## src/rtl/rdcrc_pkg.sv

```systemverilog
package rdcrc_pkg;
   localparam int unsigned RDCRC_BYTE_W   = 8;
   localparam int unsigned RDCRC_OPC_W    = 2;
   localparam logic [1:0]  RDCRC_OP_READ  = 2'b10;
   localparam logic [7:0]  RDCRC_POLY_REV = 8'h8C;

   typedef struct packed {
      logic rd;
      logic ver;
   } rdcrc_mode_t;
endpackage

```

## src/rtl/rdcrc_lfsr_step.sv

```systemverilog
module rdcrc_lfsr_step #(
   parameter int unsigned          CRC_W  = 8,
   parameter int unsigned          DATA_W = 8,
   parameter logic [CRC_W-1:0]     POLY   = 8'h8C
) (
   input  logic [CRC_W-1:0]  crc_i,
   input  logic [DATA_W-1:0] data_i,
   output logic [CRC_W-1:0]  crc_o
);
   logic [CRC_W-1:0] stage [DATA_W+1];

   assign stage[0] = crc_i;

   for (genvar g = 0; g < DATA_W; g++) begin : g_bit
      logic fb;
      assign fb           = stage[g][0] ^ data_i[g];
      assign stage[g+1]   = (stage[g] >> 1) ^ (fb ? POLY : '0);
   end

   assign crc_o = stage[DATA_W];
endmodule

```

## src/rtl/rdcrc_lfsr_reg.sv

```systemverilog
module rdcrc_lfsr_reg #(
   parameter int unsigned          CRC_W  = 8,
   parameter int unsigned          DATA_W = 8,
   parameter logic [CRC_W-1:0]     POLY   = 8'h8C
) (
   input  logic              clk,
   input  logic              rst_n,
   input  logic              clr_i,
   input  logic              adv_i,
   input  logic [DATA_W-1:0] data_i,
   output logic [CRC_W-1:0]  crc_o
);
   logic [CRC_W-1:0] crc_q;
   logic [CRC_W-1:0] base;
   logic [CRC_W-1:0] stepped;

   assign base = clr_i ? '0 : crc_q;

   rdcrc_lfsr_step #(
      .CRC_W (CRC_W),
      .DATA_W(DATA_W),
      .POLY  (POLY)
   ) u_step (
      .crc_i (base),
      .data_i(data_i),
      .crc_o (stepped)
   );

   always_ff @(posedge clk) begin
      if (!rst_n) begin
         crc_q <= '0;
      end else if (adv_i) begin
         crc_q <= stepped;
      end else if (clr_i) begin
         crc_q <= '0;
      end
   end

   assign crc_o = crc_q;

   // a clear with no data in the same cycle leaves a zero seed
   assert_reseed_R5: assert property (@(posedge clk) disable iff (!rst_n)
      (clr_i && !adv_i) |=> (crc_o == '0));
endmodule

```

## src/rtl/rdcrc_appender.sv

```systemverilog
module rdcrc_appender
   import rdcrc_pkg::*;
#(
   parameter int unsigned         DATA_W        = RDCRC_BYTE_W,
   parameter int unsigned         CRC_W         = RDCRC_BYTE_W,
   parameter int unsigned         OPC_W         = RDCRC_OPC_W,
   parameter logic [OPC_W-1:0]    OPC_READ      = RDCRC_OP_READ,
   parameter logic [CRC_W-1:0]    POLY          = RDCRC_POLY_REV,
   parameter bit                  SELF_CHECK_EN = 1'b1
) (
   input  logic              clk,
   input  logic              rst_n,
   input  logic              start_i,
   input  logic [OPC_W-1:0]  opcode_i,
   input  logic              verify_i,
   input  logic              in_valid_i,
   input  logic [DATA_W-1:0] in_data_i,
   input  logic              in_last_i,
   output logic              out_valid_o,
   output logic [DATA_W-1:0] out_data_o,
   output logic              out_crc_o,
   output logic              chk_valid_o,
   output logic              chk_ok_o
);
   // elaboration-time parameter checks
   if (CRC_W != DATA_W) begin : g_bad_width
      $error("rdcrc_appender: CRC_W must equal DATA_W to be sent as one byte");
   end
   if (OPC_W < 1) begin : g_bad_opc
      $error("rdcrc_appender: OPC_W must be at least 1");
   end
   if (DATA_W < 1) begin : g_bad_data
      $error("rdcrc_appender: DATA_W must be at least 1");
   end

   rdcrc_mode_t      mode_q;
   rdcrc_mode_t      mode_eff;
   logic             pend_q;
   logic             flush;
   logic             take;
   logic             ver_req;
   logic [CRC_W-1:0] crc;

   // variant: self-check mode present or removed
   if (SELF_CHECK_EN) begin : g_chk
      assign ver_req = verify_i;
   end else begin : g_nochk
      logic unused_ver;
      assign unused_ver = verify_i;
      assign ver_req    = 1'b0;
   end

   assign mode_eff.rd  = start_i ? (opcode_i == OPC_READ) : mode_q.rd;
   assign mode_eff.ver = start_i ? ver_req                : mode_q.ver;

   // pending CRC goes out unless a new start cancels it
   assign flush = pend_q && !start_i;
   assign take  = in_valid_i && !flush;

   rdcrc_lfsr_reg #(
      .CRC_W (CRC_W),
      .DATA_W(DATA_W),
      .POLY  (POLY)
   ) u_lfsr (
      .clk   (clk),
      .rst_n (rst_n),
      .clr_i (start_i),
      .adv_i (take && mode_eff.rd),
      .data_i(in_data_i),
      .crc_o (crc)
   );

   always_ff @(posedge clk) begin
      if (!rst_n) begin
         mode_q <= '0;
         pend_q <= 1'b0;
      end else begin
         mode_q <= mode_eff;
         pend_q <= take && in_last_i && mode_eff.rd;
      end
   end

   always_ff @(posedge clk) begin
      if (!rst_n) begin
         out_valid_o <= 1'b0;
         out_data_o  <= '0;
         out_crc_o   <= 1'b0;
         chk_valid_o <= 1'b0;
         chk_ok_o    <= 1'b0;
      end else begin
         out_valid_o <= 1'b0;
         out_crc_o   <= 1'b0;
         chk_valid_o <= 1'b0;
         if (flush) begin
            if (mode_q.ver) begin
               chk_valid_o <= 1'b1;
               chk_ok_o    <= (crc == '0);
            end else begin
               out_valid_o <= 1'b1;
               out_data_o  <= crc;
               out_crc_o   <= 1'b1;
            end
         end else if (in_valid_i) begin
            out_valid_o <= 1'b1;
            out_data_o  <= in_data_i;
         end
      end
   end

   // accepted bytes pass through one cycle later
   assert_passthru_R2: assert property (@(posedge clk) disable iff (!rst_n)
      take |=> (out_valid_o && !out_crc_o && out_data_o == $past(in_data_i)));

   // a pending read CRC not cancelled appears next cycle
   assert_crc_follows_R3: assert property (@(posedge clk) disable iff (!rst_n)
      (pend_q && !mode_q.ver && !start_i) |=> (out_valid_o && out_crc_o));

   // CRC byte only for a read transaction outside self-check mode
   assert_crc_only_read_R4: assert property (@(posedge clk) disable iff (!rst_n)
      out_crc_o |-> (mode_q.rd && !mode_q.ver));

   // start in the pending cycle suppresses the CRC byte and check pulse
   assert_abort_R6: assert property (@(posedge clk) disable iff (!rst_n)
      (pend_q && start_i) |=> (!out_crc_o && !chk_valid_o));

   // check pulse only in self-check mode, never alongside a CRC byte
   assert_chk_only_verify_R7: assert property (@(posedge clk) disable iff (!rst_n)
      chk_valid_o |-> (mode_q.ver && mode_q.rd && !out_crc_o));
endmodule

```

## config.mk

```make
export PLATFORM = sky130hd
export DESIGN_NAME = rdcrc_appender
export DESIGN_NICKNAME = d
export VERILOG_FILES = /design/src/rtl/rdcrc_pkg.sv /design/src/rtl/rdcrc_lfsr_step.sv /design/src/rtl/rdcrc_lfsr_reg.sv /design/src/rtl/rdcrc_appender.sv
export SDC_FILE = /design/constraint.sdc
export NUM_CORES = 1
export LEC_CHECK = 0
export CAP_MARGIN = 20
export CORE_MARGIN = 2
export CORE_UTILIZATION = 51
export CTS_CLUSTER_SIZE = 24
export DETAILED_ROUTE_END_ITERATION = 8
export DONT_BUFFER_PORTS = 1
export HOLD_SLACK_MARGIN = 0.12
export PLACE_DENSITY = 0.69
export SLEW_MARGIN = 20
export SYNTH_ARGS = -nofsm -noshare
export SYNTH_HDL_FRONTEND = slang
export SYNTH_SLANG_ARGS = --single-unit
```

## constraint.sdc

```tcl
create_clock -name clk -period 1.95 [get_ports clk]
set_clock_uncertainty 0.1 [all_clocks]
set_input_delay 0.39 -clock clk [delete_from_list [all_inputs] [get_ports clk]]
set_output_delay 0.39 -clock clk [all_outputs]
set_load 0.05 [all_outputs]
```

=== After elaboration in Yosys (flattened, before gate mapping) ===
Index checks and enable logic that the tools add are counted.

* $add $sub $neg: 0
* Reduce and logical (&&, ||, !) cells: 12
* Multiply operators: 0
* Equality and inequality tests: 2
* Mux-type cells: 18
* Magnitude comparators: 0
* Divide/modulo/power cells: 0
* Bitwise logic cells: 16
* Shifts and indexed selects: 0

{| class="wikitable"
|+ Operators with widths
! cell !! number
|-
| 8-bit two-way mux || 13
|-
| 7-bit by 8-bit XOR with 8-bit output || 8
|-
| 8-bit logical NOT || 1
|-
| 1-bit XOR || 8
|-
| 2-bit AND reduction || 3
|-
| 1-bit logical AND || 5
|-
| 1-bit two-way mux || 5
|-
| 2-bit == test (second input constant) || 1
|-
| 1-bit logical NOT || 2
|-
| 2-bit inequality test (second input constant) || 1
|-
| 2-bit nonzero test || 1
|}

* Latch bits: 0
* Memory bits (read-only): 0
* Memories: 0
* Register bits after elaboration: 23
* Word-level logic and storage cells: 57
* Bits of input ports: 16
* RAM bits: 0

=== Logic depth before layout (Yosys ltp) ===
* Depth in word-level cells: 26
* Gate-level depth with buffers: 7
* Gate-level depth less buffers: 5

=== Hierarchy ===
Synthesis repeated with hierarchy kept, for this count alone.

* Cells, all modules: 136
* Area total of the unflattened synthesis: 1,357.6 µm²

{| class="wikitable"
|+ By module, submodules not included
! module !! area each (µm²) !! sequential area each (µm²) !! cells each !! times used
|-
| rdcrc_appender || 706.9 || 300.3 || 67 || 1
|-
| rdcrc_lfsr_reg || 382.9 || 160.2 || 43 || 1
|-
| rdcrc_lfsr_step || 267.8 || 0.0 || 26 || 1
|}

=== Least setup slack after synthesis ===
OpenSTA, ideal clock, no wires.

* Kind: input-to-reg
* Start point: input port in_data_i[0]
* End point: register u_lfsr.crc_q[2], in the netlist u_lfsr.crc_o[2]
* Path slack: 0.170 ns
* Data required time: 1.780 ns
* Data arrival time: 1.611 ns
* Cell stages on the path: 5
* Buffers on the path: 0
* Path through: xor3_1 > a21oi_1 > nor2_2 > xnor3_1 > a21oi_1

* Cells in the longest elaborated chain, start to end: 15
* Elaborated cells on any way between the ends: 19
* Classes of those cells: mux (6); bitwise (13)

{| class="wikitable"
|+ RTL lines
! item !! RTL line !! text
|-
| from (decl) || rdcrc_appender.sv:17 || <nowiki>input logic [DATA_W-1:0] in_data_i,</nowiki>
|-
| 1-bit XOR * || rdcrc_lfsr_step.sv:16 || <nowiki>assign fb = stage[g][0] ^ data_i[g];</nowiki>
|-
| 8-bit two-way mux * || rdcrc_lfsr_step.sv:17 || <nowiki>assign stage[g+1] = (stage[g] >> 1) ^ (fb ? POLY : '0);</nowiki>
|-
| 7-bit by 8-bit XOR with 8-bit output * (3 in a row) || rdcrc_lfsr_step.sv:17 ||
|-
| 1-bit XOR or 7-bit by 8-bit XOR with 8-bit output (tied branches) || rdcrc_lfsr_step.sv:16, rdcrc_lfsr_step.sv:17 ||
|-
| 8-bit two-way mux or 1-bit XOR (tied branches) || rdcrc_lfsr_step.sv:17, rdcrc_lfsr_step.sv:16 ||
|-
| 7-bit by 8-bit XOR with 8-bit output * (3 in a row) || rdcrc_lfsr_step.sv:17 ||
|-
| 1-bit XOR or 7-bit by 8-bit XOR with 8-bit output (tied branches) || rdcrc_lfsr_step.sv:16, rdcrc_lfsr_step.sv:17 ||
|-
| 8-bit two-way mux or 1-bit XOR (tied branches) || rdcrc_lfsr_step.sv:17, rdcrc_lfsr_step.sv:16 ||
|-
| 7-bit by 8-bit XOR with 8-bit output * (2 in a row) || rdcrc_lfsr_step.sv:17 ||
|-
| 8-bit two-way mux * || rdcrc_lfsr_reg.sv:32 || <nowiki>end else if (adv_i) begin</nowiki>
|-
| to (signal assigned) || rdcrc_lfsr_reg.sv:33 || <nowiki>crc_q <= stepped;</nowiki>
|-
| to (decl) || rdcrc_lfsr_reg.sv:13 || <nowiki>logic [CRC_W-1:0] crc_q;</nowiki>
|}

Mark *: on every way between the ends. The rest lies on a longest branch, timed or not.
A chain may end at the register's enable or synchronous reset.

=== Worst setup path in the final report ===
* Start point: register u_lfsr.crc_q[0], in the netlist u_lfsr.crc_o[0]
* End point: register u_lfsr.crc_q[7], in the netlist u_lfsr.crc_o[7]

* Cells in the longest elaborated chain, start to end: 16
* Elaborated cells on any way between the ends: 18
* Classes of those cells: mux (6); bitwise (12)

{| class="wikitable"
|+ RTL lines
! item !! RTL line
|-
| 8-bit two-way mux * || n/a
|-
| 1-bit XOR * || rdcrc_lfsr_step.sv:16
|-
| 8-bit two-way mux * || rdcrc_lfsr_step.sv:17
|-
| 7-bit by 8-bit XOR with 8-bit output * (3 in a row) || rdcrc_lfsr_step.sv:17
|-
| 1-bit XOR or 7-bit by 8-bit XOR with 8-bit output (tied branches) || rdcrc_lfsr_step.sv:16, rdcrc_lfsr_step.sv:17
|-
| 8-bit two-way mux or 1-bit XOR (tied branches) || rdcrc_lfsr_step.sv:17, rdcrc_lfsr_step.sv:16
|-
| 7-bit by 8-bit XOR with 8-bit output * (4 in a row) || rdcrc_lfsr_step.sv:17
|-
| 1-bit XOR * || rdcrc_lfsr_step.sv:16
|-
| 8-bit two-way mux * || rdcrc_lfsr_step.sv:17
|-
| 7-bit by 8-bit XOR with 8-bit output * || rdcrc_lfsr_step.sv:17
|-
| 8-bit two-way mux * || rdcrc_lfsr_reg.sv:32
|}

Marked as above.

==> metrics.txt <==
Endpoint, Worst Hold=out_data_o[1]; Int Power=683 uW; top cell type's share of synthesized area=36.7%; die width=53.6 um; Residual DRC=0; Startpoint Class=flip-flop; Tightest Pin Transition=around 0.63 ns; crit path max fanout=7; PD cells=690 nW/um^2; die area=2870 sq um; Starting Density=55.1%; Post-Syn Nets=160; Layout fillers=around 200; R2R depth=5; final net count=174; CTS tree=yes; Post-synth EDFFs=0; drt first pass iters=4; Clock transition at path regs=0.14 ns; global route hottest layer=met2; first-pass GRT wire length=around 4500 um; Skew-Pair Late Insertion Delay=about 0.33 ns; share of the yosys chip area belonging to registers=36.7%; antenna cells=0; max_cap viols=0; yosys warns=0; Peak supply drop=just over 0.4 mV; Final Max Slew Viols=0; Inserted Clock Buffers=3; Clock power frac=a little under a quarter; antenna-violating nets left=0; Min Clock Period, post-route=1.85 ns; switching portion of total power=between 30% and 40%; 1st-iter DRT viols=38; GPL Wtd Cong=0.849; Combinational Power Share=roughly a fifth; RSZ-0062 raised after global routing=false; die height=53.6 um; ys flop type=dfxtp_1; Core ar.=2280 sq um; Synth Cell Area=1250 sq um; worst r2r dst=u_lfsr.crc_o[7]; largest area contributor in the synthesized netlist=dfxtp_1; M2 GR Usage=35.6%; vias per cell=5.72; maximum buffer depth of the clock tree=2; Port Buffer Count=0; crit end category=flip-flop; Layout Utilization=between 60% and 70%; gr usage total=21.9%; R2R Setup Slk=0.10 ns; critical path arrival=2.00 ns; dpl hpwl=2050 um; CTS Sinks=23; met1 usage=between 20 and 30%; HP Start=in_data_i[1]; Post-CTS Repair Setup Buffers=0; wire per inst=15.1 um; leakage power=0.000550 uW; Hold Path Class=in2reg; Relative slew margins=57.6%; Setup Crit Path Kind=reg2reg; CTS root buf=clkbuf_4; number of distinct library cells after synthesis=36; final wirelength=~2800 um; largest net degree at the start of global routing=18; fmax=541 MHz; most area-consuming cells after synthesis=dfxtp_1 (37%), nand2_1 (8.4%), xnor2_1 (8.4%); grt ovf=0; # rows=17; share of layout cells above drive strength 1=roughly 7%; CTS H-tree lvls=1; hold path depth=2; CP required=2.10 ns; antenna violations before repair=0; Switching Power=roughly 300 uW; Async S/R FF share, synth=0%; met3 Usage GRT=7.22%; status=finished clean; Ports=28; syn avg cell area=8.71 sq um; Reg2Reg Launch Point=u_lfsr.crc_o[0]; Yosys reg bits=23; fin crit share=between 90% and 100%; Fin Setup TNS=0 ns; final setup vio count=0; final hold vios=0; vias in the first global route=approximately 1,000; count leader, synth=nand2_1; Mapped Cells=roughly 140; Post-synth top cells=nand2_1 (28), dfxtp_1 (23), nor2_1 (13); Synth-to-Final Area Change=13.4%; total number of vias=1,059; Seq pwr share=56.5%
==> worst max-delay path by stage <==
stage                         start         endpoint  depth (start not counted)
global route              mode_q[1]  u_lfsr.crc_o[4]                          4
CTS                 u_lfsr.crc_o[0]  u_lfsr.crc_o[7]                          5
detailed placement     in_data_i[0]  u_lfsr.crc_o[7]                          5
finish              u_lfsr.crc_o[0]  u_lfsr.crc_o[7]                          5
floorplan              in_data_i[0]  u_lfsr.crc_o[2]                          5
global placement       in_data_i[0]  u_lfsr.crc_o[2]                          5
==> placed cells by master (no fill, tap or decap), types with 2 or more instances in the layout <==
master / count
nor4_1: 2
nor2_1: 13
xnor3_1: 4
a21oi_1: 7
inv_1: 4
o211ai_1: 2
nand2_1: 28
xnor2_1: 12
o21ai_0: 6
a311oi_1: 9
dlygate4sd3_1: 10
and2_1: 3
xor2_1: 4
o21a_1: 2
clkbuf_4: 3
dfxtp_1: 23
buf_4: 4
nor3_1: 2
==> logic make-up (layout without fill, tap and decap cells) <==
logic type,count (synthesis),count (layout),share of synthesized area [%]
AOI/OAI and AO/OA,30,30,16.3
xor gates and xnor gates,21,21,20.3
buffers and inverters,9,22,3.39
DFF,23,23,36.7
muxes,1,1,0.798
and+or+nand+nor,60,60,22.6
==> layout make-up <==
| type | instances | area [sq um] | area share (%) |
|---|---|---|---|
| clock buffers | 3 | 22.5 | 1.58 |
| clock inverters | 1 | 7.51 | 0.528 |
| inverters | 4 | 15.0 | 1.06 |
| multi-input cells | 112 | 751 | 52.8 |
| flip-flops and latches | 23 | 460 | 32.4 |
| well taps | 28 | 35.0 | 2.46 |
| repair buffers | 14 | 130 | 9.15 |
==> power by group through the flow <==
stage / clock [uW] / combinational, uW / sequential, uW
6_report: 232 / 194 / 555
5_1_grt: 253 / 213 / 558
4_1_cts: 240 / 195 / 555
3_5_place_dp: 0 / 176 / 566
3_3_place_gp: 0 / 174 / 565
2_1_floorplan: 0 / 155 / 560
==> routing by layer <==
layer,wire length [um],vias up
met5,0,-
met4,50,0
met3,210,7
met2,1260,36
met1,1270,480
li1,-,536
==> metrics by stage <==
stage          std cells  total power [uW]  cell area [sq um]  setup WS (ns)  hold slack [ns]
6_report             185               981               1420          0.102            0.125
5_1_grt              185              1020               1420         0.0359            0.127
4_1_cts              185               990               1420          0.101            0.121
3_5_place_dp         171               742               1290          0.123            0.406
3_3_place_gp         171               739               1290          0.169            0.402
2_1_floorplan        144               715               1250          0.170            0.361
==> what timing repair did <==
item,4_1_cts,5_1_grt
setup endpoints to repair,0,0
hold endpoints to repair,11,0
gates resized for setup,0,0
hold buffers,10,0
==> sequential cells by signal (all words and copies together) (netlist names) <==
signal        count
u_lfsr.crc_o      8
out_crc_o         1
out_valid_o       1
chk_ok_o          1
chk_valid_o       1
mode_q            2
pend_q            1
out_data_o        8
==> worst max-delay path, cell delays in order (launching register included) <==
cell	delay (ns)
dfxtp_1	0.50
xnor2_1	0.12
or3_1	0.36
and2_1	0.22
xnor3_1	0.33
o21ai_1	0.14
Note: power is estimated with default switching activity, not from simulation.
